===== src/rtl/rcp_pkg.sv =====
package rcp_pkg;
  localparam int ADDR_W = 7;
  localparam int DATA_W = 32;
  localparam int NBYTES = DATA_W / 8;
  localparam int IDX_W  = $clog2(NBYTES);
  localparam int SZ_W   = IDX_W + 1;
  localparam int NREGS  = 1 << ADDR_W;

  typedef enum logic [1:0] {
    ST_CMD = 2'd0,
    ST_LEN = 2'd1,
    ST_WR  = 2'd2,
    ST_RD  = 2'd3
  } st_e;

  // Fixed byte width of each register: 1..NBYTES, cycling with address
  function automatic logic [SZ_W-1:0] reg_size(input int a);
    return SZ_W'((a % NBYTES) + 1);
  endfunction
endpackage


===== src/rtl/rcp_size_tab.sv =====
module rcp_size_tab
  import rcp_pkg::*;
(
  input  logic [ADDR_W-1:0] addr_i,
  output logic [SZ_W-1:0]   size_o
);
  logic [SZ_W-1:0] tab [NREGS];

  for (genvar g = 0; g < NREGS; g++) begin : g_ent
    assign tab[g] = reg_size(g);
  end

  assign size_o = tab[addr_i];

  always_comb begin
    assert (size_o != '0 && size_o <= SZ_W'(NBYTES)) else $error("AST_SIZE_RANGE");
  end
endmodule


===== src/rtl/rcp_rd_path.sv =====
module rcp_rd_path
  import rcp_pkg::*;
(
  input  logic [DATA_W-1:0] rdata_i,
  input  logic [SZ_W-1:0]   size_i,
  input  logic [IDX_W-1:0]  idx_i,
  output logic [7:0]        byte_o
);
  logic [7:0]       lanes [NBYTES];
  logic [IDX_W-1:0] sel;

  for (genvar g = 0; g < NBYTES; g++) begin : g_lane
    assign lanes[g] = rdata_i[g*8 +: 8];
  end

  // big-endian within register: first byte is the top lane of its size
  assign sel    = IDX_W'(size_i - SZ_W'(1)) - idx_i;
  assign byte_o = lanes[sel];
endmodule


===== src/rtl/rcp_wr_asm.sv =====
module rcp_wr_asm
  import rcp_pkg::*;
(
  input  logic              clk_i,
  input  logic              rst_ni,
  input  logic              take_i,
  input  logic              first_i,
  input  logic              last_i,
  input  logic [7:0]        byte_i,
  input  logic [ADDR_W-1:0] addr_i,
  output logic              we_o,
  output logic [ADDR_W-1:0] waddr_o,
  output logic [DATA_W-1:0] wdata_o
);
  localparam int ACC_W = DATA_W - 8;

  logic [ACC_W-1:0]  acc_q;
  logic [DATA_W-1:0] packed_v;

  assign packed_v = first_i ? {{ACC_W{1'b0}}, byte_i} : {acc_q, byte_i};

  always_ff @(posedge clk_i or negedge rst_ni) begin
    if (!rst_ni) begin
      acc_q   <= '0;
      we_o    <= 1'b0;
      waddr_o <= '0;
      wdata_o <= '0;
    end else begin
      we_o <= take_i && last_i;
      if (take_i) acc_q <= packed_v[ACC_W-1:0];
      if (take_i && last_i) begin
        waddr_o <= addr_i;
        wdata_o <= packed_v;
      end
    end
  end

  AST_WE_NEEDS_LAST: assert property (@(posedge clk_i) disable iff (!rst_ni)
    we_o |-> $past(take_i && last_i));
  AST_FIRST_ZEXT: assert property (@(posedge clk_i) disable iff (!rst_ni)
    (take_i && first_i && last_i) |=> (wdata_o[DATA_W-1:8] == '0));
endmodule


===== src/rtl/reg_cmd_parser.sv =====
module reg_cmd_parser
  import rcp_pkg::*;
(
  input  logic              clk_i,
  input  logic              rst_ni,
  input  logic              rx_valid_i,
  input  logic [7:0]        rx_data_i,
  output logic              tx_valid_o,
  input  logic              tx_ready_i,
  output logic [7:0]        tx_data_o,
  output logic [ADDR_W-1:0] reg_raddr_o,
  input  logic [DATA_W-1:0] reg_rdata_i,
  output logic              reg_we_o,
  output logic [ADDR_W-1:0] reg_waddr_o,
  output logic [DATA_W-1:0] reg_wdata_o
);
  st_e              st_q;
  logic [ADDR_W-1:0] addr_q;
  logic             rd_q;
  logic [7:0]       cnt_q;
  logic [IDX_W-1:0] idx_q;
  logic [SZ_W-1:0]  cur_size;
  logic             last_b;
  logic             adv;
  logic             take_w;

  rcp_size_tab u_size (
    .addr_i (addr_q),
    .size_o (cur_size)
  );

  assign last_b = (idx_q == IDX_W'(cur_size - SZ_W'(1)));
  assign take_w = (st_q == ST_WR) && rx_valid_i;
  assign adv    = ((st_q == ST_RD) && tx_ready_i) || take_w;

  always_ff @(posedge clk_i or negedge rst_ni) begin
    if (!rst_ni) begin
      st_q   <= ST_CMD;
      addr_q <= '0;
      rd_q   <= 1'b0;
      cnt_q  <= '0;
      idx_q  <= '0;
    end else begin
      unique case (st_q)
        ST_CMD: if (rx_valid_i) begin
          addr_q <= rx_data_i[7:1];
          rd_q   <= rx_data_i[0];
          st_q   <= ST_LEN;
        end
        ST_LEN: if (rx_valid_i) begin
          cnt_q <= rx_data_i;
          idx_q <= '0;
          if (rx_data_i == 8'd0) st_q <= ST_CMD;
          else                   st_q <= rd_q ? ST_RD : ST_WR;
        end
        default: if (adv) begin
          cnt_q <= cnt_q - 8'd1;
          if (last_b) begin
            idx_q  <= '0;
            addr_q <= addr_q + ADDR_W'(1);  // wraps naturally
          end else begin
            idx_q <= idx_q + IDX_W'(1);
          end
          if (cnt_q == 8'd1) st_q <= ST_CMD;
        end
      endcase
    end
  end

  assign tx_valid_o  = (st_q == ST_RD);
  assign reg_raddr_o = addr_q;

  rcp_rd_path u_rd (
    .rdata_i (reg_rdata_i),
    .size_i  (cur_size),
    .idx_i   (idx_q),
    .byte_o  (tx_data_o)
  );

  rcp_wr_asm u_wr (
    .clk_i   (clk_i),
    .rst_ni  (rst_ni),
    .take_i  (take_w),
    .first_i (idx_q == '0),
    .last_i  (last_b),
    .byte_i  (rx_data_i),
    .addr_i  (addr_q),
    .we_o    (reg_we_o),
    .waddr_o (reg_waddr_o),
    .wdata_o (reg_wdata_o)
  );

  AST_TX_HOLD: assert property (@(posedge clk_i) disable iff (!rst_ni)
    (tx_valid_o && !tx_ready_i) |=> (tx_valid_o && $stable(tx_data_o)));
  AST_ZERO_LEN: assert property (@(posedge clk_i) disable iff (!rst_ni)
    (st_q == ST_LEN && rx_valid_i && rx_data_i == 8'd0) |=> (st_q == ST_CMD));
  AST_ADDR_WRAP: assert property (@(posedge clk_i) disable iff (!rst_ni)
    (st_q inside {ST_RD, ST_WR} && adv && last_b && addr_q == '1) |=> (addr_q == '0));
  AST_IDX_BOUND: assert property (@(posedge clk_i) disable iff (!rst_ni)
    (st_q inside {ST_RD, ST_WR}) |-> (SZ_W'(idx_q) < cur_size));
  AST_DIR_DECODE: assert property (@(posedge clk_i) disable iff (!rst_ni)
    (st_q == ST_CMD && rx_valid_i) |=> (rd_q == $past(rx_data_i[0])));
  AST_NO_WE_IN_READ: assert property (@(posedge clk_i) disable iff (!rst_ni)
    tx_valid_o |-> !reg_we_o);
endmodule


===== config.mk =====
export PLATFORM = sky130hd
export DESIGN_NAME = reg_cmd_parser
export DESIGN_NICKNAME = d
export VERILOG_FILES = /design/src/rtl/rcp_pkg.sv /design/src/rtl/rcp_size_tab.sv /design/src/rtl/rcp_rd_path.sv /design/src/rtl/rcp_wr_asm.sv /design/src/rtl/reg_cmd_parser.sv
export SDC_FILE = /design/constraint.sdc
export NUM_CORES = 1
export LEC_CHECK = 0
export CELL_PAD_IN_SITES_DETAIL_PLACEMENT = 1
export CELL_PAD_IN_SITES_GLOBAL_PLACEMENT = 1
export CORE_ASPECT_RATIO = 0.8
export CORE_MARGIN = 8
export CORE_UTILIZATION = 27
export DETAILED_ROUTE_END_ITERATION = 8
export PLACE_DENSITY_LB_ADDON = 0.3
export RECOVER_POWER = 100
export SKIP_CTS_REPAIR_TIMING = 1
export SYNTH_ARGS = -nofsm -noshare
export SYNTH_HDL_FRONTEND = slang
export SYNTH_HIERARCHICAL = 1
export SYNTH_SLANG_ARGS = --single-unit

===== constraint.sdc =====
create_clock -name clk_i -period 6.8 [get_ports clk_i]
set_input_delay 2.04 -clock clk_i [delete_from_list [all_inputs] [get_ports clk_i]]
set_output_delay 2.04 -clock clk_i [all_outputs]
set_load 0.02 [all_outputs]

==> results.tsv <==
metric	value	unit
status	complete, but fails checks	
failing checks	capacitance limit, slew limit	
crit path DAT	3.64	ns
register area share after synthesis	49.09	%
ys flop type	dfrtp_1	
first-pass GRT wire length	18.77	mm
Slew headroom	-28.10	%
# nets final	474	
root buffer cell	clkbuf_16	
flops & latches, synth	84	
Hold Crit Class	flip-flop to flip-flop	
sequential power share	30.7	%
average vias per placed instance	4.675	
RSZ-0062 raised after global routing	no	
die width	156.8	um
Area after DPL	0.005440	mm^2
internal power	1741	uW
fraction of registers with async set/reset	100.0	%
Final Slew Violations	101	
Port Buffers	99	
post-route ant nets	0	
P_sw	1157	uW
Clk pwr share	17.2	%
hpwl dp	8.017	mm
worst vdd ir	0.3008	mV
clk buf depth	2	
die area	0.02017	mm^2
clk sinks	84	
Worst Path Required	4.76	ns
initial antenna violation count	0	
worst-margin pin slew	1.917	ns
Tcrit/Tclk final	83.53	%
drt drc	0	
hold depth	1	
total CTS buffers	9	
layout cells sized above 1	10.49	%
Worst-Skew Late Latency	0.34	ns
power per cell area	521.9	mW/mm^2
Setup Viol. Count Final	0	
Fin Hold WS	0.4812	ns
Inst Count DP	628	
Netlist cell types	45	
sw frac	39.93	%
DR WL/cell	17.41	um
Setup CP Type	input port to primary output	
crit end category	primary output	
fmax	176.0	MHz
CTS clk-pin slew, worst paths	0.06	ns
min Tclk post-route	5.680	ns
syn_nets	378	
total global routing overflow	0	
Rows	41	
fin util	35.50	%
skew final	0.006674	ns
vias in the first global route	3429	
largest net degree at the start of global routing	60	
DRT Pass-1 Iters	4	
htree depth	3	
Worst setup SP type	input port	
FF-to-FF path depth	5	
n_diodes	0	
post-synthesis instance area	0.004282	mm^2
I/O pin count	100	
Routed WL	11.21	mm
CP Max Fanout	1	
Syn. warnings	6	
Hold Vio Cnt, Final	0	
Starting Density	27.37	%
commonest non-fill, non-tap cell in the layout	dfrtp_1	
P&R area growth vs syn	29.72	%
Finished Cell Area	0.005554	mm^2
Die Ht	128.6	um
Core Region	0.01565	mm^2
Post-Synthesis Cells	328	
initial DRC count	205	
RD Place Congestion	0.7926	
DR vias	3011	
CTS tree	yes	
average cell area after synthesis	13.05	um^2
combinational power share	52.1	%
Max-cap violations	3	
Total GRT Usage	11.80	%
final setup TNS	0	ns
leakage	0.002468	uW
post-route insts no fill	644	
most frequent cells in the layout	dfrtp_1, dlygate4sd3_1, clkdlybuf4s50_1, mux2_1, mux2_2	
Post-synth EDFFs	0	
state kept, by name, summed over array words and instances, names as in the netlist:
| name | flops |
|---|---|
| cnt_q | 8 |
| idx_q | 2 |
| rd_q | 1 |
| reg_raddr_o | 7 |
| st_q | 2 |
| u_wr/acc_q | 24 |
| u_wr/waddr_o | 7 |
| u_wr/wdata_o | 32 |
| u_wr/we_o | 1 |
stage by stage:
step,power (uW),setup slack [ns]
3_3_place_gp,2611,1.238
4_1_cts,3185,1.221
2_1_floorplan,2014,2.121
6_report,2899,1.120
3_5_place_dp,2661,1.220
5_1_grt,3115,1.081
worst paths after layout:
check	from	endpoint	slack, ns
setup / recovery	reg_rdata_i[14]	tx_data_o[6]	1.12
hold / removal	u_wr/wdata_o[2]	u_wr/wdata_o[2]	0.48
setup reg to reg	reg_raddr_o[0]	u_wr/wdata_o[19]	3.35
hold reg to reg	u_wr/wdata_o[2]	u_wr/wdata_o[2]	0.48
max in group asynchronous	rst_ni	u_wr/wdata_o[30]	2.65
min in group asynchronous	rst_ni	u_wr/wdata_o[0]	2.00
metal layers:
layer  up-vias  track usage, %  wire length, um
met3        13           5.027              942
met4         0           3.384              134
met5         -               0                0
met1      1530           14.58             5045
met2        89           18.52             5088
li1       1379               -                -
area by class of cell:
class	instances	area, um^2
clock buffers	11	242.7
clock inverters	5	60.06
fillers	1708	10090
inverters	7	26.28
multi-input cells	220	1857
flip-flops and latches	84	2102
well taps	215	269.0
repair buffers	102	997.2
synthesized netlist by cell type (2+ instances only):
| cell type | instances | area (um^2) |
|---|---|---|
| a22oi_1 | 2 | 15.01 |
| buf_4 | 4 | 30.03 |
| nor4_1 | 2 | 12.51 |
| mux2_4 | 39 | 585.6 |
| nor2_1 | 16 | 60.06 |
| a21oi_1 | 17 | 85.08 |
| mux4_1 | 8 | 210.2 |
| nand3_1 | 6 | 30.03 |
| nor2b_1 | 22 | 137.6 |
| dfrtp_1 | 84 | 2102 |
| nor3_1 | 2 | 10.01 |
| inv_1 | 7 | 26.28 |
| nand2b_1 | 4 | 25.02 |
| buf_2 | 3 | 15.01 |
| and3_1 | 3 | 18.77 |
| and2b_1 | 4 | 30.03 |
| nand2_1 | 14 | 52.55 |
| mux2_2 | 25 | 281.5 |
| or3_1 | 2 | 12.51 |
| a31oi_1 | 6 | 37.54 |
| o21ai_0 | 15 | 75.07 |
| ha_1 | 6 | 75.07 |
| and2_1 | 2 | 12.51 |
| o2bb2ai_1 | 3 | 26.28 |
| o22a_1 | 5 | 43.79 |
| clkbuf_1 | 4 | 15.01 |
| buf_6 | 5 | 56.30 |
kinds of logic (layout without fill, tap and decap cells):
| family | after synthesis | in the layout | share of synthesized area, % |
|---|---|---|---|
| AO/OA/AOI/OAI | 55 | 55 | 8.299 |
| multiplexers | 74 | 74 | 25.92 |
| AND/OR/NAND/NOR | 83 | 83 | 10.55 |
| adder cells (fa/ha/maj) | 6 | 6 | 1.753 |
| buffers and inverters | 24 | 125 | 3.448 |
| flip-flops | 84 | 84 | 49.09 |
| XOR/XNOR | 2 | 2 | 0.9352 |
power groups by stage:
| stage | Sequential (uW) | Combinational [uW] | Clock (uW) |
|---|---|---|---|
| floorplan | 1010 | 1010 | 0 |
| global placement | 901 | 1710 | 0 |
| detailed placement | 912 | 1750 | 0 |
| CTS | 908 | 1760 | 520 |
| global route | 934 | 1650 | 535 |
| finish | 889 | 1510 | 499 |
critical path: stages:
cell,delay [ns]
clkdlybuf4s50_1,0.39
mux4_1,0.53
dlygate4sd3_1,0.68
No activity file was read; power rests on OpenSTA's default activity.
